===== src/rtl/bist_pkg.sv =====
package bist_pkg;
  typedef enum logic [1:0] {ST_IDLE, ST_LOAD, ST_EVAL, ST_DONE} bist_state_e;

  function automatic logic lfsr_fb(input logic [15:0] s, input logic [15:0] poly);
    return ^(s & poly);
  endfunction
endpackage


===== src/rtl/bist_prsg.sv =====
module bist_prsg #(
  parameter int unsigned W = 6,
  parameter logic [W-1:0] POLY = 6'b110000,
  parameter logic [W-1:0] SEED = 6'b000001
) (
  input  logic         clk_i,
  input  logic         rst_ni,
  input  logic         seed_i,
  input  logic         step_i,
  output logic [W-1:0] state_o
);
  logic [W-1:0] s_q;
  logic         fb;

  assign fb = bist_pkg::lfsr_fb(16'(s_q), 16'(POLY));

  always_ff @(posedge clk_i or negedge rst_ni) begin
    if (!rst_ni)     s_q <= SEED;
    else if (seed_i) s_q <= SEED;
    else if (step_i) s_q <= {s_q[W-2:0], fb};
  end

  assign state_o = s_q;
endmodule


===== src/rtl/bist_sisr.sv =====
module bist_sisr #(
  parameter int unsigned W = 6,
  parameter logic [W-1:0] POLY = 6'b110000
) (
  input  logic         clk_i,
  input  logic         rst_ni,
  input  logic         clr_i,
  input  logic         shift_i,
  input  logic         bit_i,
  output logic [W-1:0] sig_o
);
  logic [W-1:0] sig_q;
  logic         fb;

  assign fb = bist_pkg::lfsr_fb(16'(sig_q), 16'(POLY)) ^ bit_i;

  always_ff @(posedge clk_i or negedge rst_ni) begin
    if (!rst_ni)      sig_q <= '0;
    else if (clr_i)   sig_q <= '0;
    else if (shift_i) sig_q <= {sig_q[W-2:0], fb};
  end

  assign sig_o = sig_q;
endmodule


===== src/rtl/bist_seq.sv =====
module bist_seq #(
  parameter int unsigned W_CYC = 8,
  parameter int unsigned N_PAT = 16
) (
  input  logic clk_i,
  input  logic rst_ni,
  input  logic mode_i,
  input  logic start_i,
  output logic go_o,
  output logic load_o,
  output logic eval_o,
  output logic done_o
);
  import bist_pkg::*;
  localparam int unsigned CNT_W = $clog2(W_CYC + 1);
  localparam int unsigned PAT_W = $clog2(N_PAT + 1);

  bist_state_e      state_q;
  logic             mode_q;
  logic [CNT_W-1:0] cnt_q;
  logic [PAT_W-1:0] pat_q;
  logic             mode_chg;

  assign mode_chg = mode_i ^ mode_q;
  assign go_o = mode_i && start_i && !mode_chg &&
                (state_q == ST_IDLE || state_q == ST_DONE);

  always_ff @(posedge clk_i or negedge rst_ni) begin
    if (!rst_ni) begin
      mode_q  <= 1'b0;
      state_q <= ST_IDLE;
      cnt_q   <= '0;
      pat_q   <= '0;
    end else begin
      mode_q <= mode_i;
      if (mode_chg) begin
        state_q <= ST_IDLE;
      end else begin
        unique case (state_q)
          ST_IDLE, ST_DONE: if (go_o) begin
            state_q <= ST_LOAD;
            cnt_q   <= '0;
            pat_q   <= '0;
          end
          ST_LOAD: begin
            if (cnt_q == CNT_W'(W_CYC - 1)) state_q <= ST_EVAL;
            else                            cnt_q   <= cnt_q + 1'b1;
          end
          ST_EVAL: begin
            if (pat_q == PAT_W'(N_PAT - 1)) begin
              state_q <= ST_DONE;
            end else begin
              pat_q   <= pat_q + 1'b1;
              cnt_q   <= '0;
              state_q <= ST_LOAD;
            end
          end
          default: state_q <= ST_IDLE;
        endcase
      end
    end
  end

  assign load_o = (state_q == ST_LOAD);
  assign eval_o = (state_q == ST_EVAL);
  assign done_o = (state_q == ST_DONE);
endmodule


===== src/rtl/bist_ctrl.sv =====
module bist_ctrl #(
  parameter int unsigned W      = 6,
  parameter logic [W-1:0] POLY   = 6'b110000,
  parameter logic [W-1:0] SEED   = 6'b000001,
  parameter int unsigned W_CYC  = 8,
  parameter int unsigned N_PAT  = 16,
  parameter logic [W-1:0] GOLDEN = '0
) (
  input  logic         clk_i,
  input  logic         rst_ni,
  input  logic         mode_i,
  input  logic         start_i,
  input  logic [W-1:0] ext_u_i,
  input  logic         ext_w_i,
  input  logic         ext_shift_en_i,
  input  logic         ext_eval_en_i,
  input  logic         result_i,
  output logic [W-1:0] u_o,
  output logic         w_o,
  output logic         w_shift_en_o,
  output logic         eval_en_o,
  output logic         done_o,
  output logic         pass_o,
  output logic         fail_o
);
  logic         go, load, eval, done;
  logic [W-1:0] prsg_s, sig;

  bist_seq #(.W_CYC(W_CYC), .N_PAT(N_PAT)) u_seq (
    .clk_i, .rst_ni, .mode_i, .start_i,
    .go_o(go), .load_o(load), .eval_o(eval), .done_o(done)
  );

  bist_prsg #(.W(W), .POLY(POLY), .SEED(SEED)) u_prsg (
    .clk_i, .rst_ni, .seed_i(go), .step_i(mode_i & (load | eval)),
    .state_o(prsg_s)
  );

  bist_sisr #(.W(W), .POLY(POLY)) u_sisr (
    .clk_i, .rst_ni, .clr_i(go), .shift_i(mode_i & eval),
    .bit_i(result_i), .sig_o(sig)
  );

  always_comb begin
    if (mode_i) begin
      u_o          = prsg_s;
      w_o          = prsg_s[0];
      w_shift_en_o = load;
      eval_en_o    = eval;
    end else begin
      u_o          = ext_u_i;
      w_o          = ext_w_i;
      w_shift_en_o = ext_shift_en_i;
      eval_en_o    = ext_eval_en_i;
    end
  end

  assign done_o = done;
  assign pass_o = done & (sig == GOLDEN);
  assign fail_o = done & (sig != GOLDEN);
endmodule


===== config.mk =====
export PLATFORM = sky130hd
export DESIGN_NAME = bist_ctrl
export DESIGN_NICKNAME = d
export VERILOG_FILES = /design/src/rtl/bist_pkg.sv /design/src/rtl/bist_prsg.sv /design/src/rtl/bist_sisr.sv /design/src/rtl/bist_seq.sv /design/src/rtl/bist_ctrl.sv
export SDC_FILE = /design/constraint.sdc
export NUM_CORES = 1
export LEC_CHECK = 0
export BUFFER_PORTS_ARGS = -buffer_cell sky130_fd_sc_hd__buf_4
export CELL_PAD_IN_SITES_DETAIL_PLACEMENT = 1
export CELL_PAD_IN_SITES_GLOBAL_PLACEMENT = 1
export CORE_MARGIN = 2
export CORE_UTILIZATION = 35
export DETAILED_ROUTE_END_ITERATION = 8
export GPL_ROUTABILITY_DRIVEN = 0
export PLACE_DENSITY = 0.8
export SLEW_MARGIN = 0
export SYNTH_ARGS = -nofsm -noshare
export SYNTH_HDL_FRONTEND = slang
export SYNTH_SLANG_ARGS = --single-unit

===== constraint.sdc =====
create_clock -name clk_i -period 2 [get_ports clk_i]
set_input_delay 0 -clock clk_i [delete_from_list [all_inputs] [get_ports clk_i]]
set_output_delay 0 -clock clk_i [all_outputs]
set_load 0.1 [all_outputs]

# [Word-level counts from Yosys, hierarchy flattened]
# Index checks and enable logic that the tools add are counted.
# W data, S select, Z words.
[word_totals] register_bits=24 in_bits=14 output_inout_bits=12 word_cells=63
[op_classes] n_addsub=2 n_eq_ne=10 n_mux=20 bitwise_logic=8 n_reduce_logical=17
[op_table] operator="$reduce_xor A16 Y1" n=2
[op_table] operator="$mux W6" n=5
[op_table] operator="$mux W4" n=3
[op_table] operator="$pmux W4 S3" n=1
[op_table] operator="$mux W5" n=2
[op_table] operator="$pmux W5 S2" n=1
[op_table] operator="$mux W2" n=4
[op_table] operator="$reduce_and A4 Y1" n=2
[op_table] operator="$logic_not A6 Y1" n=1
[op_table] operator="$ne A2 B2 Y1 const B" n=3
[op_table] operator="$pmux W2 S3" n=1
[op_table] operator="$reduce_bool A2 Y1" n=3
[op_table] operator="$reduce_bool A6 Y1" n=1
[op_table] operator="$add A5 B1 Y5 const B" n=1
[op_table] operator="$eq A5 B4 Y1 const B" n=1
[op_table] operator="$add A4 B1 Y4 const B" n=1
[op_table] operator="$and A1 B1 Y1" n=4
[op_table] operator="$eq A2 B2 Y1 const B" n=2
[op_table] operator="$eq A4 B3 Y1 const B" n=1
[op_table] operator="$logic_and A1 B1 Y1" n=3
[op_table] operator="$mux W1" n=3
[op_table] operator="$ne A3 B1 Y1 const B" n=1
[op_table] operator="$ne A3 B2 Y1 const B" n=1
[op_table] operator="$eq A2 B1 Y1 const B" n=1
[op_table] operator="other kinds (8)" n=9

# [Depth between registers and ports, before layout]
# Gate-level depths: netlist of run 1.
[logic_depth] ltp_word=7 ltp_mapped=7 depth_no_buf=7

# [By module]
# Synthesis of run 1 repeated with hierarchy kept, for this count alone.
[unflattened] cells_unflattened=140 area_unflattened_um2=1418.9
[modules_own_cells] mod="bist_seq" n_inst=1 cells_per_inst=80 area_each_um2=726.9 seq_area_each_um2=300.3
[modules_own_cells] mod="bist_sisr" n_inst=1 cells_per_inst=20 area_each_um2=261.5 seq_area_each_um2=150.1
[modules_own_cells] mod="bist_prsg" n_inst=1 cells_per_inst=21 area_each_um2=255.2 seq_area_each_um2=151.4
[modules_own_cells] mod="bist_ctrl" n_inst=1 cells_per_inst=19 area_each_um2=175.2 seq_area_each_um2=0.0

# [Worst setup path before layout of run 1]
# No wires, ideal clock.
[synth_timing] path_kind="register to output" startpoint="register u_seq.state_q[0]" endpoint="output fail_o" arrival_ps=2636 required_time_ps=2000 setup_slack_ps=-636 stages_incl_launch_ff=3 n_path_buf=0 path_cell_list="dfrtp_1 ha_1 nor2b_1"
[synth_between] elab_chain_cells=2
[synth_lines] element="start, declared" line="bist_seq.sv:18" rtl="bist_state_e state_q;"
[synth_lines] element="start signal, assigned" line="bist_seq.sv:31" rtl="state_q <= ST_IDLE;"
[synth_lines] element="start signal, assigned" line="bist_seq.sv:37" rtl="state_q <= ST_IDLE;"
[synth_lines] element="start signal, assigned" line="bist_seq.sv:41" rtl="state_q <= ST_LOAD;"
[synth_lines] element="$eq A2 B2 Y1" line="bist_seq.sv:66" rtl="assign done_o = (state_q == ST_DONE);"
[synth_lines] element="net done_o" line="bist_ctrl.sv:22" rtl="output logic done_o,"
[synth_lines] element="$and A1 B1 Y1" line="bist_ctrl.sv:60" rtl="assign fail_o = done & (sig != GOLDEN);"
[synth_lines] element="end, declared" line="bist_ctrl.sv:24" rtl="output logic fail_o"
# The timed path passes the listed nets, and every way through them passes these cells.

# [Worst setup path after layout of run 1]
[layout_timing] startpoint="register u_seq.pat_q[0]" endpoint="register u_seq.pat_q[3]"
[layout_between] elab_chain_cells=3 elab_cells_between_ends=6 cone_classes="1 x add/sub; 2 x eq/ne; 2 x mux; 1 x reduce/logical"
[layout_lines] element="start, declared" line="bist_seq.sv:21" rtl="logic [PAT_W-1:0] pat_q;"
[layout_lines] element="start signal, assigned" line="bist_seq.sv:53" rtl="pat_q <= pat_q + 1'b1;"
[layout_lines] element="$add A5 B1 Y5 or $eq A5 B4 Y1 (tied branches)" line="bist_seq.sv:53, bist_seq.sv:50"
[layout_lines] element="$mux W5 or $ne A2 B2 Y1 (tied branches)"
[layout_lines] element="$pmux W5 S2 or $reduce_and A4 Y1 (tied branches)"
# Several ways; a longest one is shown, not always the timed one. The select of a mux whose other input is x is not followed.
# A chain may end at the register's enable or synchronous reset.

==> impl_results.md, run 1 <==
* Tightest slew margin relative to the limit at 71.2%
* Cts bufs inserted at 3
* Placed Cells at approximately 220
* Area used by multi-input combinational logic at about 750 µm²
* Number of detailed-route iterations in the first pass at 4
* Clock sink count at 24
* Net count of the finished layout at 197
* Transition time at the pin with the least slew margin at 0.431 ns
* P_int at roughly 0.0012 W
* Power per unit of standard cell area at 1190 nW/µm²
* Clock latency on the worst-skew pair at 0.27 ns
* Effective utilization at floorplan at 35.7%
* Final slew viol count at 0
* Fraction of synthesized cell area taken by the top area cell type at around 41%
* Instance count of the mapped netlist at 149
* Initial antenna violation count at 0
* Arrival time at the worst endpoint at 1.96 ns
* Top Ports at 26
* Final instance count without filler cells at 225
* Tightest Hold Check Type: input port to asynchronous set/reset pin
* Routed WL at 3.48 mm
* Yosys warning count at 0
* Placeable core area at between 3000 and 4000 µm²
* Met3 routed WL at 97 µm
* GRT overflow at 0
* Post-Synthesis Cell Area at 1410 µm²
* Post-synthesis area per instance at 9.45 µm²
* Total cell area at the placement stage at 1640 µm²
* Final Hold Fails at 0
* Number of diodes at 0
* Max-Cap Viols at 0
* Worst IR drop on VDD at just over 0.7 mV
* Status: completed
* Die outline height at ~67 µm
* Maximum level of the CTS H-tree at 1
* Top layer reached by signal wires: met4
* Worst reg2reg setup slack at between 0.15 and 0.2 ns
* Horiz. Die Dim at roughly 67 µm
* Share of post-route cells with drive strength above 1 at roughly 27%
* Total Die Area at 4540 µm²
* GRT Total Usage at 16.9%
* Cell types with the largest area share after synthesis: dfrtp_1, ha_1, mux2_2
* Nature of the critical path startpoint: flop
* Largest net degree at the start of global routing at 25
* Switching share of power at 44.2%
* Detailed-routed wire length on met2 at 1.87 mm
* Count of routing violations after the opening detailed-route iteration at 32
* Sequential cell area fraction in the yosys report at 42.8%
* Required time of the worst setup path at approximately 2.2 ns
* Number of global-route vias before repair at 1237
* Endpoint kind of the worst setup timing path: flop
* Std cell rows at 23
* Final Skew at 0.00927 ns
* Cell depth of the worst flop-to-flop path at 7
* CTS Root Buffer Type: clkbuf_8
* Average vias per placed instance at 5.50
* Count of endpoints failing setup in the final report at 0
* Flip-flop and latch count after synthesis at 24
* Logic gate share of total power at 46.1%
* Min Clock Period, post-route at roughly 1.8 ns
* Unrepaired setup endpoints after global routing: false
* Post-DR wirelength/cell at roughly 15 µm
* Tcrit/Tclk final at around 90%
* First-pass GRT wire length at 5.82 mm
* Clock share of power at between 20% and 30%
* Synth Net Count at 170
* Number of fill cells at 467
* Largest driver fanout on the critical path at 8
* Distinct cells, synth at 38
* Layout overhead on the synthesized area at 23.9%
* Setup slack of the critical path after layout at 0.198 ns
* Met1 Wirelength at 1.47 mm
* Post-route design area at about 1700 µm²
* Sum of negative setup slack at 0 ns
* Total setup buffers inserted after CTS at 0
* Flop pwr share at 33.0%
* Leakage at 0.791 nW
* Maximum operating frequency at 555 MHz
* Switching component of the power at 0.000914 W
* Critical path type: flop to flop
* Count of input and output buffers at 25
* Worst r2r src: u_seq.pat_q[0]
* Post-detail-place hpwl at 2.54 mm
* Number of vias in the routed layout at 1237
* Critical R2R Capture: u_seq.pat_q[3]
* Maximum count of clock buffers along a single path at 2
* TritonCTS clock tree: built
* Count of nets left with antenna violations after detail routing at 0
* FF+latch area at 602 µm²
* Worst setup slack after placement at about 0.13 ns
* Most common cell after layout, fill and taps aside: buf_4
* DRC violation count after routing at 0
* Leading cell types in the layout, fill and taps excluded: buf_4, dfrtp_1, nand2_1
* Area leader, netlist: dfrtp_1
* Clock-pin slew of the registers on the worst-case setup and hold paths at 0.09 ns
-- worst max-delay path by stage --
stage | endpoint | startpoint | slack, ns
global placement | u_seq.pat_q[3] | u_seq.pat_q[0] | 0.21
detailed placement | u_seq.pat_q[3] | u_seq.pat_q[0] | 0.13
floorplan | eval_en_o | mode_i | -0.45
finish | u_seq.pat_q[3] | u_seq.pat_q[0] | 0.20
global route | eval_en_o | u_seq.state_q[0] | 0.05
CTS | eval_en_o | u_seq.state_q[0] | 0.01
-- critical path, cell delays in order, from the launching register on --
cell and delay, ns:
dfrtp_1 0.41, ha_1 0.24, and3_1 0.19, ha_2 0.23
nand4b_1 0.21, nand2_1 0.09, nand3_1 0.09, a32o_1 0.23
-- sequential cells by signal, indices dropped and copies added (netlist names) --
register and flops:
u_prsg.state_o 6, u_sisr.sig_o 6, u_seq.pat_q 5, u_seq.cnt_q 4
u_seq.state_q 2, u_seq.mode_q 1
-- cells by family (layout without fill, tap and decap cells) --
| group | after synthesis | count (layout) | synth area share, % |
|---|---|---|---|
| adders and majority gates | 7 | 7 | 6.22 |
| DFF | 24 | 24 | 42.8 |
| and+or+nand+nor | 51 | 51 | 18.5 |
| buffers and inverters | 18 | 44 | 5.16 |
| AOI/OAI and AO/OA | 39 | 39 | 19.4 |
| muxes | 7 | 7 | 5.60 |
| xor gates and xnor gates | 3 | 3 | 2.40 |
-- stage by stage --
| step | utilization [%] | power (W) | hold slack, ns |
|---|---|---|---|
| finish | 44.2 | 0.00207 | 0.162 |
| global route | 44.2 | 0.00218 | 0.192 |
| CTS | 44.0 | 0.00207 | 0.167 |
| detailed placement | 41.6 | 0.00163 | -0.0779 |
| global placement | 41.6 | 0.00158 | -0.0819 |
| floorplan | - | 0.00140 | -0.296 |
-- final cells by class --
cell class                      instances  area share (%)
Multi-Input combinational cell        107            42.9
Timing Repair Buffer                   28            12.3
Tap cell                               50            3.59
Inverter                               12            2.58
Clock buffer                            3            2.37
Clock inverter                          1            1.72
Sequential cell                        24            34.5
-- metal layers --
| layer | GRT usage (%) | vias to the layer above |
|---|---|---|
| met3 | 1.50 | 5 |
| met2 | 30.3 | 21 |
| met4 | 6.12 | 0 |
| li1 | - | 581 |
| met1 | 21.0 | 630 |
| met5 | 0 | - |
-- synthesized netlist by cell type --
master and count:
a211oi_1 1, a21o_1 2, a21oi_1 11, a22o_1 7, a22oi_1 1, a2bb2oi_2 1
a31o_2 1, a31oi_1 2, a32o_1 1, a32oi_1 1, and2_1 2, and3_1 2
buf_2 4, clkbuf_1 2, dfrtp_1 23, dfstp_2 1, ha_1 7, inv_1 12
mux2_2 7, nand2_1 17, nand2b_1 1, nand3_1 13, nand3b_1 1, nand4b_1 1
nor2_1 8, nor2b_1 2, nor3_1 1, nor4_1 1, nor4b_4 1, o211ai_1 2
o21a_2 1, o21ai_0 5, o21ai_1 1, o2bb2ai_1 1, o41ai_1 1, or3_1 1
xnor2_1 2, xor2_2 1
-- power groups by stage --
stage	clock network (W)	logic [W]	registers, W
2_1_floorplan	0	0.000743	0.000661
5_1_grt	0.000454	0.00103	0.000701
4_1_cts	0.000440	0.000951	0.000682
3_3_place_gp	0	0.000906	0.000678
6_report	0.000433	0.000952	0.000683
3_5_place_dp	0	0.000937	0.000692
-- repair_timing --
action                                  CTS  global route
hold buffers                              2             0
endpoints found under the setup margin    0             6
hold endpoints to repair                 25             0
resized for setup                         0             3
Note: power is estimated with default switching activity, not from simulation.
==> inputs of run 2 (changes only) <==
--- a/config.mk
+++ b/config.mk
@@ -5,6 +5,7 @@
 export SDC_FILE = /design/constraint.sdc
 export NUM_CORES = 1
 export LEC_CHECK = 0
+export ABC_AREA = 1
 export BUFFER_PORTS_ARGS = -buffer_cell sky130_fd_sc_hd__buf_4
 export CELL_PAD_IN_SITES_DETAIL_PLACEMENT = 1
 export CELL_PAD_IN_SITES_GLOBAL_PLACEMENT = 1
@@ -12,7 +13,7 @@
 export CORE_UTILIZATION = 35
 export DETAILED_ROUTE_END_ITERATION = 8
 export GPL_ROUTABILITY_DRIVEN = 0
-export PLACE_DENSITY = 0.8
+export PLACE_DENSITY = 0.83
 export SLEW_MARGIN = 0
 export SYNTH_ARGS = -nofsm -noshare
 export SYNTH_HDL_FRONTEND = slang
==> run 2 against run 1 <==
Compared with the run above: core utilization up 1.8 points; global-route usage shrank 0.24 points; design area fell by 1.1%; die area shrank 0.92%; register-to-register slack better by 0.20 ns; count of clock-buffer cells in the layout unchanged; clock skew fell by 0.0048 ns; critical path type is now flop to primary output; critical endpoint is now eval_en_o; highest routed layer unchanged.
==> impl_results.md, run 2 <==
* Status: completed
* Switching component of the power at 0.000638 W (-30%)
* Largest driver fanout on the critical path at 9 (+1)
* Maximum count of clock buffers along a single path at 2 (unchanged)
* Dominant synthesized flop cell: dfrtp_1
* Placeable core area at 3740 µm² (-5.0%)
* Post-route design area at 1730 µm² (-1.1%)
* Power per unit of standard cell area at 925 nW/µm² (-22%)
* Fraction of synthesized cell area taken by the top area cell type at 41.3% (+0.40 points)
* Tightest slew margin relative to the limit at 78.4% (+7.2 points)
* Leakage at 0.931 nW (+18%)
* Min Clock Period, post-route at 1.72 ns (-0.0786 ns)
* Number of hold buffers added after cts at 2 (unchanged)
* Maximum operating frequency at 580 MHz (+4.6%)
* CTS Root Buffer Type: clkbuf_8
* Number of diodes at 0 (unchanged)
* Total setup buffers inserted after CTS at 0 (unchanged)
* Logic gate share of total power at 35.7% (-10 points)
* Routed WL at 3.28 mm (-5.8%)
* Max-Cap Viols at 0 (unchanged)
* Synth Net Count at 209 (+23%)
* Sequential cell area fraction in the yosys report at 43.2% (+0.42 points)
* Count of endpoints failing setup in the final report at 0 (unchanged)
* Layout overhead on the synthesized area at 23.8% (about the same)
* Clock share of power at 27.6% (+6.7 points)
* Final slew viol count at 0 (unchanged)
* Share of post-route cells with drive strength above 1 at 18.0% (-9.5 points)
* Count of flip-flops with a built-in enable after synthesis at 0 (unchanged)
* GRT Total Usage at 16.6% (-0.24 points)
* Tcrit/Tclk final at 86.2% (-3.9 points)
* Instance count of the mapped netlist at 188 (+26%)
* Clock latency on the worst-skew pair at 0.28 ns (about the same)
* DRC violation count after routing at 0 (unchanged)
* Count of cells resized by post-cts repair at 0 (unchanged)
* TritonCTS clock tree: built
* Maximum level of the CTS H-tree at 1 (unchanged)
* Area leader, netlist: dfrtp_1
* GRT overflow at 0 (unchanged)
* Critical path type: flop to primary output
* Worst IR drop on VDD at 0.512 mV (-28%)
* P_int at 0.000958 W (-17%)
* Effective utilization at floorplan at 37.2% (+1.5 points)
* Post-Synthesis Cell Area at 1390 µm² (-0.98%)
* Count of nets left with antenna violations after detail routing at 0 (unchanged)
* Transition time at the pin with the least slew margin at 0.323 ns (-0.108 ns)
* Net count of the finished layout at 239 (+21%)
* Tightest Hold Check Type: input port to flop
* Most common cell after layout, fill and taps aside: nand2_1
* Std cell rows at 22 (-4.3%)
* Largest net degree at the start of global routing at 25 (unchanged)
* Distinct cells, synth at 22 (-42%)
* Post-detail-place hpwl at 2.46 mm (-3.2%)
* Unrepaired setup endpoints after global routing: false
* Top Ports at 26 (unchanged)
* Flip-flop and latch count after synthesis at 24 (unchanged)
* Number of detailed-route iterations in the first pass at 4 (unchanged)
* Nature of the critical path startpoint: flop
* Most numerous cell types in the synthesized netlist: nand2_1, inv_1, dfrtp_1, o21ai_0, nor2_1
* Count of input and output buffers at 25 (unchanged)
* Total Die Area at 4500 µm² (-0.92%)
* Post-synthesis area per instance at 7.41 µm² (-22%)
* Final Skew at 0.00442 ns (-0.00485 ns)
* Clock-pin slew of the registers on the worst-case setup and hold paths at 0.09 ns (about the same)
* Number of global-route vias before repair at 1333 (+7.8%)
* Cts bufs inserted at 3 (unchanged)
* Horiz. Die Dim at 67.1 µm (-0.46%)
* First-pass GRT wire length at 5.76 mm (-1.1%)
* Final Hold Fails at 0 (unchanged)
* Tot Pwr at 0.00160 W (-23%)
* Arrival time at the worst endpoint at 1.72 ns (-0.24 ns)
* Switching share of power at 40.0% (-4.2 points)
* Count of routing violations after the opening detailed-route iteration at 31 (-3.1%)
* Initial antenna violation count at 0 (unchanged)
* Post-DR wirelength/cell at 12.4 µm (-20%)
* Number of vias in the routed layout at 1299 (+5.0%)
* Endpoint kind of the worst setup timing path: primary output
* Flop pwr share at 36.7% (+3.7 points)
* Cell with the most instances after synthesis: nand2_1
* Clock sink count at 24 (unchanged)
* Leading cell types in the layout, fill and taps excluded: nand2_1, inv_1, buf_4
* Average vias per placed instance at 4.90 (-11%)
* Required time of the worst setup path at 2.00 ns (-0.16 ns)
* Die outline height at 67.1 µm (-0.46%)
* Share of async-settable or async-resettable flops after synthesis at 100% (unchanged)
* Total cell area at the placement stage at 1630 µm² (-0.46%)
* Yosys warning count at 0 (unchanged)
* Cell types with the largest area share after synthesis: dfrtp_1, nand2_1, inv_1
[run 2: kinds of logic after synthesis]
kind of cell,after synthesis,synth area share (%)
buf+inv,31,8.89
flops,24,43.2
simple gates,97,30.3
compound gates,28,10.8
fa+ha+maj,7,6.28
xor+xnor,1,0.628
[run 2: layout make-up]
type	instances	area, µm²
fillers	490	2020
multi-input cells	133	676
flip-flops and latches	24	602
repair buffers	27	208
inverters	29	109
well taps	48	60.1
clock buffers	3	41.3
clock inverters	1	30.0
[run 2: critical path, stage by stage, from the launching register on]
cell	delay [ns]
dfrtp_1	0.41
inv_1	0.09
ha_1	0.28
nand2_1	0.25
nand2_1	0.13
buf_4	0.29
[run 2: worst paths after layout]
path / start / end / slack [ns] / depth (start not counted)
hold / removal: result_i / u_sisr.sig_o[0] / 0.003 / 4
hold reg to reg: u_seq.pat_q[3] / u_seq.pat_q[3] / 0.49 / 2
max in group asynchronous: rst_ni / u_prsg.state_o[0] / 1.52 / 2
min in group asynchronous: rst_ni / u_prsg.state_o[2] / 0.19 / 2
setup / recovery: u_seq.state_q[0] / eval_en_o / 0.28 / 5
setup reg to reg: u_seq.pat_q[0] / u_seq.cnt_q[0] / 0.40 / 8
[run 2: per-stage QoR]
stage | setup TNS (ns) | util [%] | setup WS, ns | std cells | hold WS (ns)
floorplan | -0.120 | - | -0.120 | 188 | -0.296
global placement | 0 | 43.6 | 0.461 | 259 | -0.0809
detailed placement | 0 | 43.6 | 0.413 | 259 | -0.0796
CTS | 0 | 46.1 | 0.246 | 265 | 0.00345
global route | 0 | 46.1 | 0.146 | 265 | 0.0212
finish | 0 | 46.1 | 0.277 | 265 | 0.00277
[run 2: power by group through the flow]
stage	Sequential [W]	Combinational, W	Clock, W
floorplan	0.000585	0.000442	0
global placement	0.000593	0.000560	0
detailed placement	0.000596	0.000569	0
CTS	0.000586	0.000575	0.000448
global route	0.000596	0.000622	0.000464
finish	0.000586	0.000569	0.000441
[run 2: routing by layer]
metal | GRT usage [%] | share of wire, %
met4 | 5.36 | 1.6
met3 | 2.70 | 2.3
met2 | 28.6 | 51
met5 | 0 | 0
met1 | 21.2 | 46
==> inputs of run 3 (changes only) <==
--- a/config.mk
+++ b/config.mk
@@ -14,6 +14,7 @@
 export DETAILED_ROUTE_END_ITERATION = 8
 export GPL_ROUTABILITY_DRIVEN = 0
 export PLACE_DENSITY = 0.83
+export REMOVE_ABC_BUFFERS = 1
 export SLEW_MARGIN = 0
 export SYNTH_ARGS = -nofsm -noshare
 export SYNTH_HDL_FRONTEND = slang
==> constraint.sdc (replaced) <==
create_clock -name clk_i -period 1.85 [get_ports clk_i]
set_input_delay 0 -clock clk_i [delete_from_list [all_inputs] [get_ports clk_i]]
set_output_delay 0 -clock clk_i [all_outputs]
set_load 0.1 [all_outputs]
==> run 3 against run 2 <==
Compared with the run above: sequential power up 8.0%; setup slack worse by 0.13 ns; global-route usage down 0.37 points; core utilization down 0.80 points; combinational power up 7.6%; critical endpoint is now w_shift_en_o; cell count unchanged; clock skew up 0.00064 ns; flip-flop and latch count unchanged; via count down 2.3%.
==> impl_results.md, run 3 (same netlist as run 2, synthesis figures left out) <==
* Hold WS at 0.0302 ns (+0.0274 ns)
* Setup slack of the critical path after layout at 0.143 ns (-0.134 ns)
* Sum of negative setup slack at 0 ns (unchanged)
* Initial antenna violation count at 0 (unchanged)
* Count of routing violations after the opening detailed-route iteration at 46 (+48%)
* Maximum count of clock buffers along a single path at 2 (unchanged)
* Max-Cap Viols at 0 (unchanged)
* Endpoint kind of the worst setup timing path: primary output
* Number of fill cells at 491 (+0.20%)
* Post-DR wirelength/cell at 12.2 µm (-1.6%)
* Final slew viol count at 0 (unchanged)
* Unrepaired setup endpoints after global routing: false
* Flop pwr share at 40.5% (+3.8 points)
* Share of post-route cells with drive strength above 1 at 17.1% (-0.92 points)
* Power per unit of standard cell area at 923 nW/µm² (-0.27%)
* Tightest slew margin relative to the limit at 78.4% (-0.086 points)
* Cell depth of the worst flop-to-flop path at 8 (unchanged)
* Net count of the finished layout at 239 (unchanged)
* P_int at 0.000900 W (-6.1%)
* Count of endpoints failing setup in the final report at 0 (unchanged)
* Count of nets left with antenna violations after detail routing at 0 (unchanged)
* DRC violation count after routing at 0 (unchanged)
* Critical R2R Capture: u_seq.pat_q[4]
* Maximum operating frequency at 586 MHz
* Placeable core area at 3740 µm² (unchanged)
* Horiz. Die Dim at 67.1 µm (unchanged)
* Required time of the worst setup path at 1.85 ns (-0.15 ns)
* Die outline height at 67.1 µm (unchanged)
* Worst setup slack after placement at 0.264 ns (-0.149 ns)
* Arrival time at the worst endpoint at 1.71 ns (about the same)
* Routed WL at 3.23 mm (-1.6%)
* Final Skew at 0.00506 ns (+0.000640 ns)
* Maximum level of the CTS H-tree at 1 (unchanged)
* Clock share of power at 20.4% (-7.2 points)
* CTS Root Buffer Type: clkbuf_8
* Count of input and output buffers at 25 (unchanged)
* Number of global-route vias before repair at 1309 (-1.8%)
* Worst reg2reg setup slack at 0.28 ns (-0.12 ns)
* GRT overflow at 0 (unchanged)
* Final Hold Fails at 0 (unchanged)
* Clock latency on the worst-skew pair at 0.27 ns (about the same)
* Worst Hold Launch: result_i
* Worst IR drop on VDD at 0.463 mV (-9.6%)
* Number of vias in the routed layout at 1269 (-2.3%)
* Layout overhead on the synthesized area at 21.6%
* Leading cell types in the layout, fill and taps excluded: nand2_1, inv_1, buf_4
* Total Die Area at 4500 µm² (unchanged)
* First-pass GRT wire length at 5.60 mm (-2.8%)
* Average vias per placed instance at 4.79 (-2.3%)
* Most common cell after layout, fill and taps aside: nand2_1
* Worst r2r src: u_seq.pat_q[0]
* Clock sink count at 24 (unchanged)
* Logic gate share of total power at 39.1% (+3.4 points)
* Nature of the critical path startpoint: flop
* Critical path type: flop to primary output
* Largest driver fanout on the critical path at 7 (-2)
* Cell depth of the worst hold path at 4 (unchanged)
* Effective utilization at floorplan at 37.2% (unchanged)
* Min Clock Period, post-route at 1.71 ns
* Min-Delay Endpoint: u_sisr.sig_o[0]
* Tightest Hold Check Type: input port to flop
* TritonCTS clock tree: built
* Switching share of power at 42.5% (+2.5 points)
* Switching component of the power at 0.000664 W (+4.1%)
* Tcrit/Tclk final at 92.3%
* Std cell rows at 22 (unchanged)
* Status: completed
* Clock-pin slew of the registers on the worst-case setup and hold paths at 0.08 ns (about the same)
* Top Ports at 26 (unchanged)
* Number of diodes at 0 (unchanged)
* Largest net degree at the start of global routing at 25 (unchanged)
* GRT Total Usage at 16.3% (-0.37 points)
* Transition time at the pin with the least slew margin at 0.324 ns (+0.000318 ns)
* Total setup buffers inserted after CTS at 0 (unchanged)
* Cts bufs inserted at 3 (unchanged)
* Leakage at 0.920 nW (-1.2%)
* Number of detailed-route iterations in the first pass at 4 (unchanged)
* Post-detail-place hpwl at 2.38 mm (-3.2%)
==> run 3: power groups by stage <==
stage | combinational [W] | sequential [W] | clock, W
global route | 0.000667 | 0.000643 | 0.000358
finish | 0.000612 | 0.000633 | 0.000319
CTS | 0.000614 | 0.000633 | 0.000337
global placement | 0.000597 | 0.000640 | 0
floorplan | 0.000463 | 0.000633 | 0
detailed placement | 0.000608 | 0.000644 | 0
==> run 3: final cells by class <==
class / instances / area, µm² / area share, %
tap: 48 / 60.1 / 3.54
clock buffer: 4 / 45.0 / 2.66
sequential: 24 / 602 / 35.5
timing repair buffer: 27 / 211 / 12.5
inverter: 29 / 109 / 6.42
multi-input combinational: 133 / 668 / 39.4
==> run 3: critical path: stages, from the launching register on <==
cell	delay, ns
dfrtp_1	0.42
inv_1	0.09
ha_1	0.24
inv_1	0.15
o21ai_0	0.26
buf_6	0.27
==> run 3: worst max path at each step <==
stage / startpoint / endpoint / slack [ns] / cells past startpoint
after global routing: u_seq.state_q[0] / eval_en_o / 0.03 / 5
after floorplan: u_seq.state_q[1] / w_shift_en_o / -1.03 / 4
after CTS: u_seq.state_q[1] / w_shift_en_o / 0.09 / 5
after global placement: u_seq.pat_q[0] / u_seq.pat_q[0] / 0.32 / 8
final: u_seq.state_q[1] / w_shift_en_o / 0.14 / 5
after detailed placement: u_seq.pat_q[0] / u_seq.pat_q[3] / 0.26 / 8
==> run 3: per-stage QoR <==
step	util, %	std cells	cell area, µm²	power, W
2_1_floorplan	-	186	1380	0.00110
3_3_place_gp	43.4	259	1630	0.00124
3_5_place_dp	43.4	259	1630	0.00125
4_1_cts	45.2	265	1690	0.00158
5_1_grt	45.3	265	1700	0.00167
6_report	45.3	265	1700	0.00156
==> run 3: timing repair <==
action / in CTS / in global routing
endpoints found under the setup margin: 0 / 1
endpoints found under the hold margin: 25 / 0
gates resized for setup: 0 / 1
hold buffers: 2 / 0
==> run 3: per-layer routing <==
layer | up-vias | share of wire [%] | global-route usage (%)
met5 | - | 0 | 0
met4 | 0 | 1.7 | 3.83
met1 | 598 | 45 | 19.0
met3 | 4 | 2.5 | 3.55
met2 | 18 | 51 | 30.1
li1 | 649 | - | -
